===== config.mk =====
export PLATFORM = sky130hd
export DESIGN_NAME = dac_bus_seq
export DESIGN_NICKNAME = d
export VERILOG_FILES = /design/src/rtl/dac_seq_pkg.sv /design/src/rtl/dac_phase_timer.sv /design/src/rtl/dac_ramp_gen.sv /design/src/rtl/dac_bus_seq.sv
export SDC_FILE = /design/constraint.sdc
export NUM_CORES = 1
export LEC_CHECK = 0
export BUFFER_PORTS_ARGS = -buffer_cell sky130_fd_sc_hd__buf_2
export CAP_MARGIN = 20
export CELL_PAD_IN_SITES_DETAIL_PLACEMENT = 0
export CELL_PAD_IN_SITES_GLOBAL_PLACEMENT = 1
export CORE_ASPECT_RATIO = 1.75
export CORE_MARGIN = 2
export CORE_UTILIZATION = 30
export DETAILED_ROUTE_END_ITERATION = 6
export PLACE_DENSITY = 0.66
export SYNTH_ARGS = -nofsm -noshare
export SYNTH_HDL_FRONTEND = slang
export SYNTH_HIERARCHICAL = 1
export SYNTH_SLANG_ARGS = --single-unit

===== constraint.sdc =====
create_clock -name clk -period 8.94 [get_ports clk]
set_input_delay 1.788 -clock clk [delete_from_list [all_inputs] [get_ports clk]]
set_output_delay 1.788 -clock clk [all_outputs]
set_load 0.03 [all_outputs]

===== src/rtl/dac_seq_pkg.sv =====
// Package: shared command and state types for the DAC bus sequencer, plus
// the nanosecond-to-cycle conversion used to size every bus phase.
// Assumes the clock period is given in whole nanoseconds and is non-zero.
package dac_seq_pkg;

    typedef enum logic [1:0] {
        OP_WRITE = 2'd0,
        OP_LOAD  = 2'd1,
        OP_READ  = 2'd2,
        OP_RAMP  = 2'd3
    } seq_op_e;

    typedef enum logic [3:0] {
        S_IDLE,
        S_WR_LO,
        S_WR_HI,
        S_LD_LO,
        S_LD_HI,
        S_RD_ACC,
        S_RD_REL,
        S_RAMP,
        S_RAMP_EXIT
    } seq_state_e;

    // Smallest whole number of cycles covering ns, never below one.
    function automatic int ns_to_cyc(input int ns, input int period);
        int c;
        c = (ns + period - 1) / period;
        if (c < 1) c = 1;
        return c;
    endfunction

endpackage


===== src/rtl/dac_phase_timer.sv =====
// Module: down-counter that times one bus phase.
// A start pulse loads the phase length. `last` is high in the final cycle
// of the phase, so a phase of length N lasts exactly N cycles.
// Assumes the length is at least 1.
module dac_phase_timer #(
    parameter int TW = 16
) (
    input  logic          clk,
    input  logic          rst_n,
    input  logic          start,
    input  logic [TW-1:0] len,
    output logic          last
);

    logic [TW-1:0] cnt;

    assign last = (cnt == '0);

    // Load on start, otherwise count down to zero and hold there.
    always_ff @(posedge clk) begin
        if (!rst_n) begin
            cnt <= '0;
        end else if (start) begin
            cnt <= len - TW'(1);
        end else if (cnt != '0) begin
            cnt <= cnt - TW'(1);
        end
    end

    // between starts the counter falls by exactly one per cycle
    p_timer_step_r2: assert property (@(posedge clk) disable iff (!rst_n)
        (!start && cnt != '0) |=> (cnt == $past(cnt) - TW'(1)));

endmodule


===== src/rtl/dac_ramp_gen.sv =====
// Module: sawtooth value generator for ramp mode.
// A start pulse captures the step and the per-value delay and clears the
// value. While `adv` is high, the value holds for delay+1 cycles and then
// adds the step, modulo 2**DW. While `adv` is low, everything is frozen.
module dac_ramp_gen #(
    parameter int DW    = 8,
    parameter int DLY_W = 8
) (
    input  logic             clk,
    input  logic             rst_n,
    input  logic             start,
    input  logic             adv,
    input  logic [DW-1:0]    step,
    input  logic [DLY_W-1:0] delay,
    output logic [DW-1:0]    value,
    output logic             tick
);

    logic [DLY_W-1:0] dcnt;
    logic [DLY_W-1:0] dly_q;
    logic [DW-1:0]    step_q;

    assign tick = (dcnt == '0);

    // Capture settings on start; step the value at each tick while advancing.
    always_ff @(posedge clk) begin
        if (!rst_n) begin
            value  <= '0;
            dcnt   <= '0;
            dly_q  <= '0;
            step_q <= '0;
        end else if (start) begin
            value  <= '0;
            step_q <= step;
            dly_q  <= delay;
            dcnt   <= delay;
        end else if (adv) begin
            if (tick) begin
                value <= value + step_q;
                dcnt  <= dly_q;
            end else begin
                dcnt <= dcnt - DLY_W'(1);
            end
        end
    end

    // a tick while advancing moves the value by the captured step
    p_ramp_step_r7: assert property (@(posedge clk) disable iff (!rst_n)
        (adv && tick && !start) |=> (value == $past(value) + $past(step_q)));

    // while not advancing, the value stays frozen
    p_ramp_freeze_r8: assert property (@(posedge clk) disable iff (!rst_n)
        (!adv && !start) |=> $stable(value));

endmodule


===== src/rtl/dac_bus_seq.sv =====
// Module: master sequencer for a double-buffered parallel DAC bus.
// Takes one command at a time (write, load, readback, ramp) over a
// valid/ready port and plays the matching strobe sequence. Every phase
// lasts a cycle count derived from nanosecond parameters and the clock
// period. Strobes are decoded from the registered state. Assumes the
// DAC's data bus turn-around is handled by dac_doe outside this block.
module dac_bus_seq #(
    parameter int DW            = 8,
    parameter int AW            = 4,
    parameter int DLY_W         = 8,
    parameter int CLK_PERIOD_NS = 8,
    parameter int EN_LOW_NS     = 40,
    parameter int EN_HIGH_NS    = 40,
    parameter int HOLD_NS       = 10,
    parameter int ACCESS_NS     = 160
) (
    input  logic             clk,
    input  logic             rst_n,
    input  logic             cmd_valid,
    output logic             cmd_ready,
    input  logic [1:0]       cmd_op,
    input  logic [AW-1:0]    cmd_chan,
    input  logic [DW-1:0]    cmd_data,
    input  logic [DW-1:0]    ramp_step,
    input  logic [DLY_W-1:0] ramp_delay,
    output logic             rsp_valid,
    output logic [DW-1:0]    rsp_data,
    output logic [AW-1:0]    dac_addr,
    output logic [DW-1:0]    dac_dout,
    output logic             dac_doe,
    input  logic [DW-1:0]    dac_din,
    output logic             dac_cs_n,
    output logic             dac_rw,
    output logic             dac_en_n,
    output logic             dac_ld_n
);
    import dac_seq_pkg::*;

    localparam int TW         = 16;
    localparam int EN_LO_CYC  = ns_to_cyc(EN_LOW_NS, CLK_PERIOD_NS);
    localparam int EN_HI_CYC  = ns_to_cyc(EN_HIGH_NS, CLK_PERIOD_NS);
    localparam int HOLD_CYC   = ns_to_cyc(HOLD_NS, CLK_PERIOD_NS);
    localparam int ACC_CYC    = ns_to_cyc(ACCESS_NS, CLK_PERIOD_NS);
    localparam int WR_HI_CYC  = (EN_HI_CYC > HOLD_CYC) ? EN_HI_CYC : HOLD_CYC;
    localparam logic [TW-1:0] LEN_EN_LO = TW'(EN_LO_CYC);
    localparam logic [TW-1:0] LEN_EN_HI = TW'(EN_HI_CYC);
    localparam logic [TW-1:0] LEN_WR_HI = TW'(WR_HI_CYC);
    localparam logic [TW-1:0] LEN_ACC   = TW'(ACC_CYC);

    seq_state_e    state, nxt;
    seq_op_e       op;
    logic          tmr_start, tmr_last;
    logic [TW-1:0] tmr_len;
    logic [AW-1:0] addr_q;
    logic [DW-1:0] data_q;
    logic          ramp_start, ramp_adv, ramp_tick;
    logic [DW-1:0] ramp_val;
    logic [15:0]   en_lo_run;

    assign op        = seq_op_e'(cmd_op);
    assign cmd_ready = (state == S_IDLE);
    assign dac_addr  = addr_q;

    // Next-state choice: each timed phase moves on in its last cycle.
    always_comb begin
        nxt = state;
        unique case (state)
            S_IDLE: begin
                if (cmd_valid) begin
                    unique case (op)
                        OP_WRITE: nxt = S_WR_LO;
                        OP_LOAD:  nxt = S_LD_LO;
                        OP_READ:  nxt = S_RD_ACC;
                        OP_RAMP:  nxt = S_RAMP;
                    endcase
                end
            end
            S_WR_LO:     if (tmr_last) nxt = S_WR_HI;
            S_WR_HI:     if (tmr_last) nxt = S_IDLE;
            S_LD_LO:     if (tmr_last) nxt = S_LD_HI;
            S_LD_HI:     if (tmr_last) nxt = S_IDLE;
            S_RD_ACC:    if (tmr_last) nxt = S_RD_REL;
            S_RD_REL:    if (tmr_last) nxt = S_IDLE;
            S_RAMP:      if (ramp_tick && cmd_valid) nxt = S_RAMP_EXIT;
            S_RAMP_EXIT: if (tmr_last) nxt = S_IDLE;
            default:     nxt = S_IDLE;
        endcase
    end

    // Phase length for the state being entered; the timer restarts on entry.
    always_comb begin
        tmr_start = (nxt != state);
        unique case (nxt)
            S_WR_LO, S_LD_LO:              tmr_len = LEN_EN_LO;
            S_WR_HI:                       tmr_len = LEN_WR_HI;
            S_LD_HI, S_RD_REL, S_RAMP_EXIT: tmr_len = LEN_EN_HI;
            S_RD_ACC:                      tmr_len = LEN_ACC;
            default:                       tmr_len = TW'(1);
        endcase
    end

    // State, captured command fields, read sample and completion pulse.
    always_ff @(posedge clk) begin
        if (!rst_n) begin
            state     <= S_IDLE;
            addr_q    <= '0;
            data_q    <= '0;
            rsp_valid <= 1'b0;
            rsp_data  <= '0;
        end else begin
            state     <= nxt;
            rsp_valid <= (state != S_IDLE) && (nxt == S_IDLE);
            if (state == S_IDLE && cmd_valid) begin
                addr_q <= cmd_chan;
                data_q <= cmd_data;
            end
            if (state == S_RD_ACC && tmr_last) begin
                rsp_data <= dac_din;
            end
        end
    end

    // Strobe decode: idle is all high with the data drive off.
    always_comb begin
        dac_cs_n = 1'b1;
        dac_rw   = 1'b1;
        dac_en_n = 1'b1;
        dac_ld_n = 1'b1;
        dac_doe  = 1'b0;
        dac_dout = data_q;
        unique case (state)
            S_WR_LO: begin
                dac_cs_n = 1'b0; dac_rw = 1'b0; dac_en_n = 1'b0; dac_doe = 1'b1;
            end
            S_WR_HI: begin
                dac_cs_n = 1'b0; dac_rw = 1'b0; dac_doe = 1'b1;
            end
            S_LD_LO: begin
                dac_en_n = 1'b0; dac_ld_n = 1'b0;
            end
            S_RD_ACC: begin
                dac_cs_n = 1'b0;
            end
            S_RAMP: begin
                dac_cs_n = 1'b0; dac_rw = 1'b0; dac_en_n = 1'b0; dac_ld_n = 1'b0;
                dac_doe  = 1'b1; dac_dout = ramp_val;
            end
            S_RAMP_EXIT: begin
                dac_cs_n = 1'b0; dac_rw = 1'b0; dac_doe = 1'b1; dac_dout = ramp_val;
            end
            default: ;
        endcase
    end

    assign ramp_start = (state == S_IDLE) && cmd_valid && (op == OP_RAMP);
    assign ramp_adv   = (state == S_RAMP) && !(ramp_tick && cmd_valid);

    dac_phase_timer #(.TW(TW)) u_timer (
        .clk   (clk),
        .rst_n (rst_n),
        .start (tmr_start),
        .len   (tmr_len),
        .last  (tmr_last)
    );

    dac_ramp_gen #(.DW(DW), .DLY_W(DLY_W)) u_ramp (
        .clk   (clk),
        .rst_n (rst_n),
        .start (ramp_start),
        .adv   (ramp_adv),
        .step  (ramp_step),
        .delay (ramp_delay),
        .value (ramp_val),
        .tick  (ramp_tick)
    );

    // Checker state: length of the current enable-low run, saturating.
    always_ff @(posedge clk) begin
        if (!rst_n) begin
            en_lo_run <= '0;
        end else if (!dac_en_n) begin
            if (en_lo_run != 16'hFFFF) en_lo_run <= en_lo_run + 16'd1;
        end else begin
            en_lo_run <= '0;
        end
    end

    // enable never rises before its minimum low time
    p_en_low_min_r2: assert property (@(posedge clk) disable iff (!rst_n)
        $rose(dac_en_n) |-> ($past(en_lo_run) >= 16'(EN_LO_CYC - 1)));

    // a load strobe with the drive off keeps chip select high
    p_load_cs_high_r4: assert property (@(posedge clk) disable iff (!rst_n)
        (!dac_ld_n && !dac_doe) |-> (dac_cs_n && !dac_en_n));

    // a readback keeps enable, load and the data drive off
    p_read_quiet_r5: assert property (@(posedge clk) disable iff (!rst_n)
        (!dac_cs_n && dac_rw) |-> (dac_en_n && dac_ld_n && !dac_doe));

    // ready only with every line parked high
    p_ready_parked_r9: assert property (@(posedge clk) disable iff (!rst_n)
        cmd_ready |-> (dac_cs_n && dac_en_n && dac_ld_n && dac_rw && !dac_doe));

    // an accepted command drops ready in the next cycle
    p_accept_busy_r9: assert property (@(posedge clk) disable iff (!rst_n)
        (cmd_valid && cmd_ready) |=> !cmd_ready);

    // completion is a single-cycle pulse seen while idle
    p_rsp_pulse_r10: assert property (@(posedge clk) disable iff (!rst_n)
        rsp_valid |=> !rsp_valid);
    p_rsp_idle_r10: assert property (@(posedge clk) disable iff (!rst_n)
        rsp_valid |-> (cmd_ready && dac_cs_n && dac_en_n));

endmodule


* Word level (Yosys, flattened, before mapping)
Cells that the tools add are included. Widths: inputs -> output; s select.
Operators by class: bitwise gates (word level) 1, multiplexer cells 20, equal/unequal tests 19, $add $sub $neg 4, reductions and logical operators 25
Operators with widths (count):
- $mux 16 | 2
- $mux 8 | 4
- $eq 4x3->1 const B | 7
- $mux 4 | 6
- $pmux 4 s6 | 1
- $eq 4x2->1 const B | 4
- $logic_not 16->1 | 1
- $pmux 4 s4 | 1
- $reduce_bool 16->1 | 1
- $sub 16x1->16 const B | 1
- $pmux 5 s2 | 1
- $add 8x8->8 | 1
- $eq 4x1->1 const B | 2
- $eq 4x4->1 const B | 2
- $logic_not 4->1 | 2
- $logic_not 8->1 | 1
- $reduce_or 4->1 | 2
- $sub 8x1->8 const B | 1
- $logic_and 1x1->1 | 6
- $reduce_or 2->1 | 3
- $reduce_or 6->1 | 1
- $sub 5x1->6 const B | 1
- $mux 1 | 5
- $reduce_or 5->1 | 1
- 10 further kinds | 12
Word-level totals: input bits 41, output and inout bits 27, logic and storage cells 79, register bits 73

* Longest topological paths before layout
Gate-level depths: netlist of run 1.
depth after elaboration 9, mapped depth 18, depth with buffers taken out 15

* Modules after synthesis
The synthesis of run 1 kept the hierarchy.
By module, submodules not included:
- dac_ramp_gen | instances 1, area an instance 1764.2 µm², cells an instance 200, sequential area each 640.6 µm²
- dac_bus_seq | instances 1, area an instance 1363.8 µm², cells an instance 165, sequential area each 500.5 µm²
- dac_phase_timer | instances 1, area an instance 1166.1 µm², cells an instance 125, sequential area each 320.3 µm²

* Worst setup path after synthesis of run 1
Ideal clock, no wire load.
path kind input to register, start input cmd_valid, end register u_timer.cnt[8], data required time 8870 ps, arrival time 4297 ps, buffers on the path 3, library setup time 70 ps, setup slack 4573 ps, stages on the path 12, path through nor4b_2 > a22oi_1 > o311ai_2 > o211ai_1 > buf_6 > buf_4 > buf_2 > mux2i_1 > ha_1 > nand2_1 > or3_1 > a21oi_1
On the way: elaborated cells on any way between the ends 17, classes of those cells add/sub (1); eq/ne (8); mux (5); reduce/logical (3)
RTL lines:
- from (decl) | line dac_bus_seq.sv:19 | input logic cmd_valid,
- $logic_and 1x1->1 | line dac_bus_seq.sv:84 | S_RAMP: if (ramp_tick && cmd_valid) nxt = S_RAMP_EXIT;
- $mux 4 | line dac_bus_seq.sv:84
- $pmux 4 s6 (*) | line dac_bus_seq.sv:67 | unique case (state)
- $ne 4x4->1 (*) | line dac_bus_seq.sv:92 | tmr_start = (nxt != state);
- via tmr_start | line dac_bus_seq.sv:52 | logic tmr_start, tmr_last;
- $mux 16 or $reduce_bool 2->1 (tied branches)
- to (signal assigned) | line dac_phase_timer.sv:24 | cnt <= len - TW'(1);
- to (signal assigned) | line dac_phase_timer.sv:26 | cnt <= cnt - TW'(1);
- to (decl) | line dac_phase_timer.sv:15 | logic [TW-1:0] cnt;
Mark *: on every way through the listed nets, which the timed path passes. The rest lies on a longest branch. A chain may end at the register's enable or synchronous reset.

* Worst setup path after layout of run 1
Ends and elaborated chain as after synthesis.

==> reports/summary.md, run 1 <==
* data arrival time at the worst-slack endpoint: 4810 ps
* measured slew at the worst slew-check pin: 953 ps
* number of antenna cells inserted: 0
* kind of path behind the tightest hold check: reg -> reg
* layout cell share with drive strength beyond 1: 0.210
* Max Transition Viols Final: 0
* cell with the most instances on the worst path: sky130_fd_sc_hd__a21oi_1
* leakage: 2.06 nW
* Post-synth EDFFs: 0
* total number of placement rows: 57
* Netlist cell types: 70
* clock sink count: 73
* count of hold-fix buffers inserted at cts: 0
* area of the die: 0.0153 mm^2
* run status: complete, no violations
* setup clock skew after layout: 7.85 ps
* CTS tree: yes
* post-detailed-route count of antenna-violating nets: 0
* horizontal extent of the die: 94.4 um
* Root Buffer Master: sky130_fd_sc_hd__clkbuf_16
* vias in the first global route: 3756
* fill cell count: 1473
* maximum count of clock buffers along a single path: 2
* detailed-route wire length per cell: 14.8 um
* kind of start point of the critical path: primary input
* Rel. slew slack: 0.363
* DRC: 0
* required arrival time at the worst endpoint: 9200 ps
* peak fanout along the critical path: 40
* total clock buffers created by CTS: 9
* synth cell count leaders: sky130_fd_sc_hd__dfxtp_1, sky130_fd_sc_hd__nand2_1, sky130_fd_sc_hd__a21boi_0
* number of endpoints with negative hold slack in the final report: 0
* Critical Path End Type: register
* synth top area cells: sky130_fd_sc_hd__dfxtp_1, sky130_fd_sc_hd__nand2_1, sky130_fd_sc_hd__a21boi_0, sky130_fd_sc_hd__mux2i_1, sky130_fd_sc_hd__nor2b_1
* IO Port Bufs: 67
* H-Tree Level Count: 3
* half-perimeter wire length after placement: 8630 um
* CP max stage delay: 450 ps
* average footprint of a synthesized cell: 8.76 um^2
* # setup viols final: 0
* Area Overhead vs Synth: 21.1%
* unrepaired setup endpoints after global routing: false
* crit-path leading delay family: simple AND/OR/NAND/NOR gates
* PnR Total Power: 1.14 mW
* number of optimization iterations in the first detailed-route pass: 4
* initial cell density of the core: 0.309
* number of cells produced by synthesis: 490
* net total in the final layout: 634
* library cell with the highest instance count after synthesis: sky130_fd_sc_hd__dfxtp_1
* post-detailed-route via-to-cell ratio: 4.97
* Setup WS post-layout: 4390 ps
* Ys Warns: 6
* most frequently used flop master after synthesis: sky130_fd_sc_hd__dfxtp_1
* share of the yosys chip area belonging to registers: 0.340
* Async S/R FF share, synth: 0
* sequence of cells on the critical path: buf_2, nor4b_2, nand2b_1, o21ai_0, a21oi_1, o211ai_1, buf_4, nor2b_1, a21oi_1, ha_1, nand2_1, or3_1, a21oi_1
* Synth area leader: sky130_fd_sc_hd__dfxtp_1
* later-pin clock latency in the skew report: 330 ps
* maximum ir drop on the vdd rail: 0.000113 V
* total power density per cell area: 220 mW/mm^2
* Synth Cell Area: 0.00429 mm^2
* final routed wirelength across all metal layers: 11300 um
* Yosys reg bits: 73
* pin count of the biggest net entering global routing: 55
* maximum achievable frequency: 0.220 GHz
* combined buffer and inverter count along the critical path: 2
* Placer Congestion: 0.797
* Setup Buffers After CTS: 0
* proportion of netlist area held by the largest area contributor: 0.340
* clk slew on worst S/H paths: 60 ps
* clock period minus worst slack: 4550 ps
* Gates resized, CTS repair: 0
* number of DRC markers after the initial detailed-route iteration: 135
* post-route fraction of the period consumed by the critical path: 0.509
* Overall Global Routing Usage: 0.152
* max cap viols: 0
* antenna violations before repair: 0
* final total negative setup slack: 0 ps
* core outline area: 0.0139 mm^2
* Critical-path top delay cell: sky130_fd_sc_hd__buf_4
* die height: 162 um
* hold slack: 463 ps
* wire length of the first global-routing pass: 18200 um
* type of the worst setup path: in -> reg
* utilization after layout: 0.374
* grt total ovfl: 0
* number of vias after detailed routing: 3794
* Worst Setup Slack post-DPL: 4040 ps
* Top-Level Pins: 68
[metrics by stage]
| step | instance area [um^2] | cells |
|---|---|---|
| after global routing | 5200 | 764 |
| after global placement | 4880 | 748 |
| final | 5200 | 764 |
| after floorplan | 4420 | 523 |
| after detailed placement | 4880 | 748 |
| after CTS | 5200 | 764 |
[path summary, 6_finish.rpt]
check                                                  from                     endpoint  slack, ps  cells past startpoint
worst min-delay path                 data_q[6]$_SDFFE_PN0P_       data_q[6]$_SDFFE_PN0P_        460                      2
worst max register to register  u_timer/cnt[0]$_SDFFE_PN0P_  u_timer/cnt[8]$_SDFFE_PN0P_       4570                     15
worst min register to register       data_q[6]$_SDFFE_PN0P_       data_q[6]$_SDFFE_PN0P_        460                      2
worst max-delay path                              cmd_valid  u_timer/cnt[8]$_SDFFE_PN0P_       4390                     13
[placed cells by master, fill, tap and decap left out, drive strengths merged, types with 4 or more instances in the layout]
cell type	n
a21boi	31
nand2	69
xnor2	5
o221ai	5
nor3b	6
a22oi	7
nand2b	10
nor3	25
o21ai	19
o211ai	5
inv	16
xor2	6
ha	10
o31ai	5
nor2	16
dfxtp	73
nor4	12
mux2	11
a31oi	4
clkbuf	11
buf	69
nor2b	21
a211oi	4
o21a	6
or4	5
conb	34
nand3	8
and2	6
mux2i	21
a21oi	23
[worst register-to-register path: stages (launching register included)]
cell and delay (ps):
sky130_fd_sc_hd__dfxtp_1 320, sky130_fd_sc_hd__nor3_2 420, sky130_fd_sc_hd__nand4_1 300, sky130_fd_sc_hd__nor3_1 760, sky130_fd_sc_hd__inv_1 140, sky130_fd_sc_hd__a31oi_1 240, sky130_fd_sc_hd__o21ai_2 130, sky130_fd_sc_hd__xnor2_1 160
sky130_fd_sc_hd__o211ai_1 100, sky130_fd_sc_hd__buf_4 450, sky130_fd_sc_hd__nor2b_1 130, sky130_fd_sc_hd__a21oi_1 150, sky130_fd_sc_hd__ha_1 220, sky130_fd_sc_hd__nand2_1 220, sky130_fd_sc_hd__or3_1 430, sky130_fd_sc_hd__a21oi_1 140
[report_power, final]
part	total, mW	switching [mW]	internal (mW)	leakage [nW]
Sequential	0.400	0.0402	0.360	0.595
Clock	0.388	0.137	0.251	0.159
Combinational	0.355	0.215	0.140	1.31
[flip-flops by register name (all words and copies together) (netlist names)]
name	count
state	4
data_q	8
rsp_data	8
rsp_valid	1
u_ramp/dly_q	8
u_ramp/step_q	8
u_ramp/value	8
dac_addr	4
u_timer/cnt	16
u_ramp/dcnt	8
[layout make-up]
class,count,area (um^2),share of cell area
clock buffers,11,243,0.0467
clock inverters,5,78.8,0.0152
inverters,16,60.1,0.0115
multi-input cells,413,2790,0.536
flip-flops and latches,73,1460,0.281
well taps,177,221,0.0426
repair buffers,69,350,0.0674
[per-layer routing]
metal / up-vias / wire length, um / share of wire / GRT usage
met2: 46 / 6590 / 0.58 / 0.305
met4: 0 / 133 / 0.012 / 0.0455
met1: 1793 / 4290 / 0.38 / 0.153
met3: 10 / 309 / 0.027 / 0.0274
li1: 1945 / - / - / -
met5: - / 0 / 0 / 0
[cell families (layout without fill, tap and decap cells)]
kind of cell / Yosys count / in the layout / share of synthesized area
AO/OA/AOI/OAI: 131 / 131 / 0.224
adder cells (fa/ha/maj): 11 / 11 / 0.0338
multiplexers: 32 / 32 / 0.0778
buffers and inverters: 37 / 101 / 0.0399
flip-flops: 73 / 73 / 0.340
AND/OR/NAND/NOR: 194 / 194 / 0.260
XOR/XNOR: 11 / 11 / 0.0224
other: 1 / 34 / 0.000873
No activity file was read; power rests on OpenSTA's default activity.
==> run 2, diff against run 1 <==
==> constraint.sdc (replaced) <==
create_clock -name clk -period 4.8 [get_ports clk]
set_input_delay 0.96 -clock clk [delete_from_list [all_inputs] [get_ports clk]]
set_output_delay 0.96 -clock clk [all_outputs]
set_load 0.03 [all_outputs]
==> run 2 against run 1 <==
Non-clock buffer count grew 5. Core utilization grew 0.42 points. Worst hold slack lost 3.3 ps. Highest routed layer unchanged.
==> reports/summary.md, run 2 (same netlist as run 1, synthesis figures left out) <==
* post-route fraction of the period consumed by the critical path: 0.854
* die height: 162 um, unchanged
* total number of placement rows: 57, unchanged
* vias in the first global route: 3778, +0.59%
* clk slew on worst S/H paths: 60 ps, about the same
* required arrival time at the worst endpoint: 5070 ps, -4130 ps
* wire length of the first global-routing pass: 18800 um, +3.1%
* Top-Level Pins: 68, unchanged
* Critical-path top delay cell: sky130_fd_sc_hd__nor3_1
* clock period minus worst slack: 4100 ps
* final total negative setup slack: 0 ps, unchanged
* # setup viols final: 0, unchanged
* final routed wirelength across all metal layers: 11500 um, +1.3%
* crit-path leading delay family: simple AND/OR/NAND/NOR gates
* max cap viols: 0, unchanged
* Rel. slew slack: 0.427, +0.0636
* Max Transition Viols Final: 0, unchanged
* Overall Global Routing Usage: 0.159, +0.00668
* area of the die: 0.0153 mm^2, unchanged
* Root Buffer Master: sky130_fd_sc_hd__clkbuf_16
* combined buffer and inverter count along the critical path: 2, unchanged
* kind of start point of the critical path: register
* depth of the worst register-to-register path: 13, -2
* post-detailed-route count of antenna-violating nets: 0, unchanged
* horizontal extent of the die: 94.4 um, unchanged
* core outline area: 0.0139 mm^2, unchanged
* most common cell after layout, fill and taps aside: sky130_fd_sc_hd__dfxtp_1
* pin count of the biggest net entering global routing: 41, -25%
* maximum ir drop on the vdd rail: 0.000220 V, +95%
* kind of path behind the tightest hold check: reg -> reg
* setup clock skew after layout: 6.69 ps, -1.17 ps
* grt total ovfl: 0, unchanged
* IO Port Bufs: 67, unchanged
* data arrival time at the worst-slack endpoint: 4370 ps, -440 ps
* maximum achievable frequency: 0.244 GHz
* Area Overhead vs Synth: 22.5%
* PnR Total Power: 2.16 mW, +89%
* number of endpoints with negative hold slack in the final report: 0, unchanged
* clock sink count: 73, unchanged
* leakage: 2.08 nW, +0.98%
* number of DRC markers after the initial detailed-route iteration: 145, +7.4%
* total power density per cell area: 411 mW/mm^2, +87%
* layout cell share with drive strength beyond 1: 0.218, +0.00837
* net total in the final layout: 639, +0.79%
* CP max stage delay: 750 ps, +300 ps
* most frequent cells in the layout: sky130_fd_sc_hd__dfxtp_1, sky130_fd_sc_hd__nand2_1, sky130_fd_sc_hd__buf_2, sky130_fd_sc_hd__conb_1, sky130_fd_sc_hd__a21boi_0
* count of hold-fix buffers inserted at cts: 0, unchanged
* initial cell density of the core: 0.309, unchanged
* number of flip-flops in the largest register: 16, unchanged
* Setup Buffers After CTS: 0, unchanged
* DRC: 0, unchanged
* number of antenna cells inserted: 0, unchanged
* hold slack: 460 ps, -3.31 ps
* unrepaired setup endpoints after global routing: false
* detailed-route wire length per cell: 14.9 um, +0.63%
* H-Tree Level Count: 3, unchanged
* number of vias after detailed routing: 3855, +1.6%
* Setup WS post-layout: 700 ps, -3690 ps
* Gates resized, CTS repair: 0, unchanged
* total clock buffers created by CTS: 9, unchanged
* Worst Setup Slack post-DPL: 755 ps, -3290 ps
* hold depth: 2, unchanged
* R2R Setup Slk: 700 ps, -3870 ps
* antenna violations before repair: 0, unchanged
* Worst path depth: 13, unchanged
* maximum count of clock buffers along a single path: 2, unchanged
* post-detailed-route via-to-cell ratio: 5.01, +0.95%
* number of optimization iterations in the first detailed-route pass: 4, unchanged
* measured slew at the worst slew-check pin: 853 ps, -100 ps
* run status: complete, no violations
* Placer Congestion: 0.827, +3.8%
* peak fanout along the critical path: 40, unchanged
* Biggest register: u_timer/cnt
* CTS tree: yes
* Critical Path End Type: register
* fill cell count: 1464, -0.61%
* sequence of cells on the critical path: nor3_2, nand4_1, nor3_1, inv_1, a31oi_1, o21ai_2, xnor2_1, o211ai_1, buf_12, nor4b_4, a22oi_2, or4_4, a21oi_2
* type of the worst setup path: reg -> reg
* half-perimeter wire length after placement: 8790 um, +1.8%
* later-pin clock latency in the skew report: 330 ps, about the same
run 2: path summary, 6_finish.rpt:
check	startpoint	endpoint
max	u_timer/cnt[0]$_SDFFE_PN0P_	u_timer/cnt[13]$_SDFFE_PN0P_
max reg2reg	u_timer/cnt[0]$_SDFFE_PN0P_	u_timer/cnt[13]$_SDFFE_PN0P_
min	data_q[6]$_SDFFE_PN0P_	data_q[6]$_SDFFE_PN0P_
min reg2reg	data_q[6]$_SDFFE_PN0P_	data_q[6]$_SDFFE_PN0P_
run 2: tightest hold or removal path, stage by stage (launching register included):
cell	delay [ps]
sky130_fd_sc_hd__dfxtp_1	310
sky130_fd_sc_hd__nand2_1	40
sky130_fd_sc_hd__a21boi_0	60
run 2: layout make-up:
cell class              count  area (um^2)  area share
inverters                  16         60.1      0.0114
flip-flops and latches     73         1460       0.278
clock inverters             6         91.3      0.0174
clock buffers              10          239      0.0454
multi-input cells         413         2790       0.530
well taps                 177          221      0.0421
repair buffers             74          400      0.0761
run 2: report_power, final:
part | leakage, nW | total [mW] | switching, mW | internal, mW
sequential | 0.595 | 0.745 | 0.0743 | 0.671
clock | 0.151 | 0.733 | 0.264 | 0.470
combinational | 1.34 | 0.685 | 0.410 | 0.275
run 2: per-layer routing:
metal	track usage	up-vias	wire length (um)	part of all wire
li1	-	1954	-	-
met1	0.163	1807	4280	0.37
met2	0.305	73	6520	0.57
met3	0.0269	21	384	0.033
met4	0.0672	0	290	0.025
met5	0	-	0	0
run 2: metrics by stage:
stage                     instance area (um^2)  cells  utilization
after global placement                    4930    753        0.354
final                                     5260    769        0.378
after detailed placement                  4930    753        0.354
after global routing                      5260    769        0.378
after CTS                                 5260    769        0.378
after floorplan                           4420    523            -
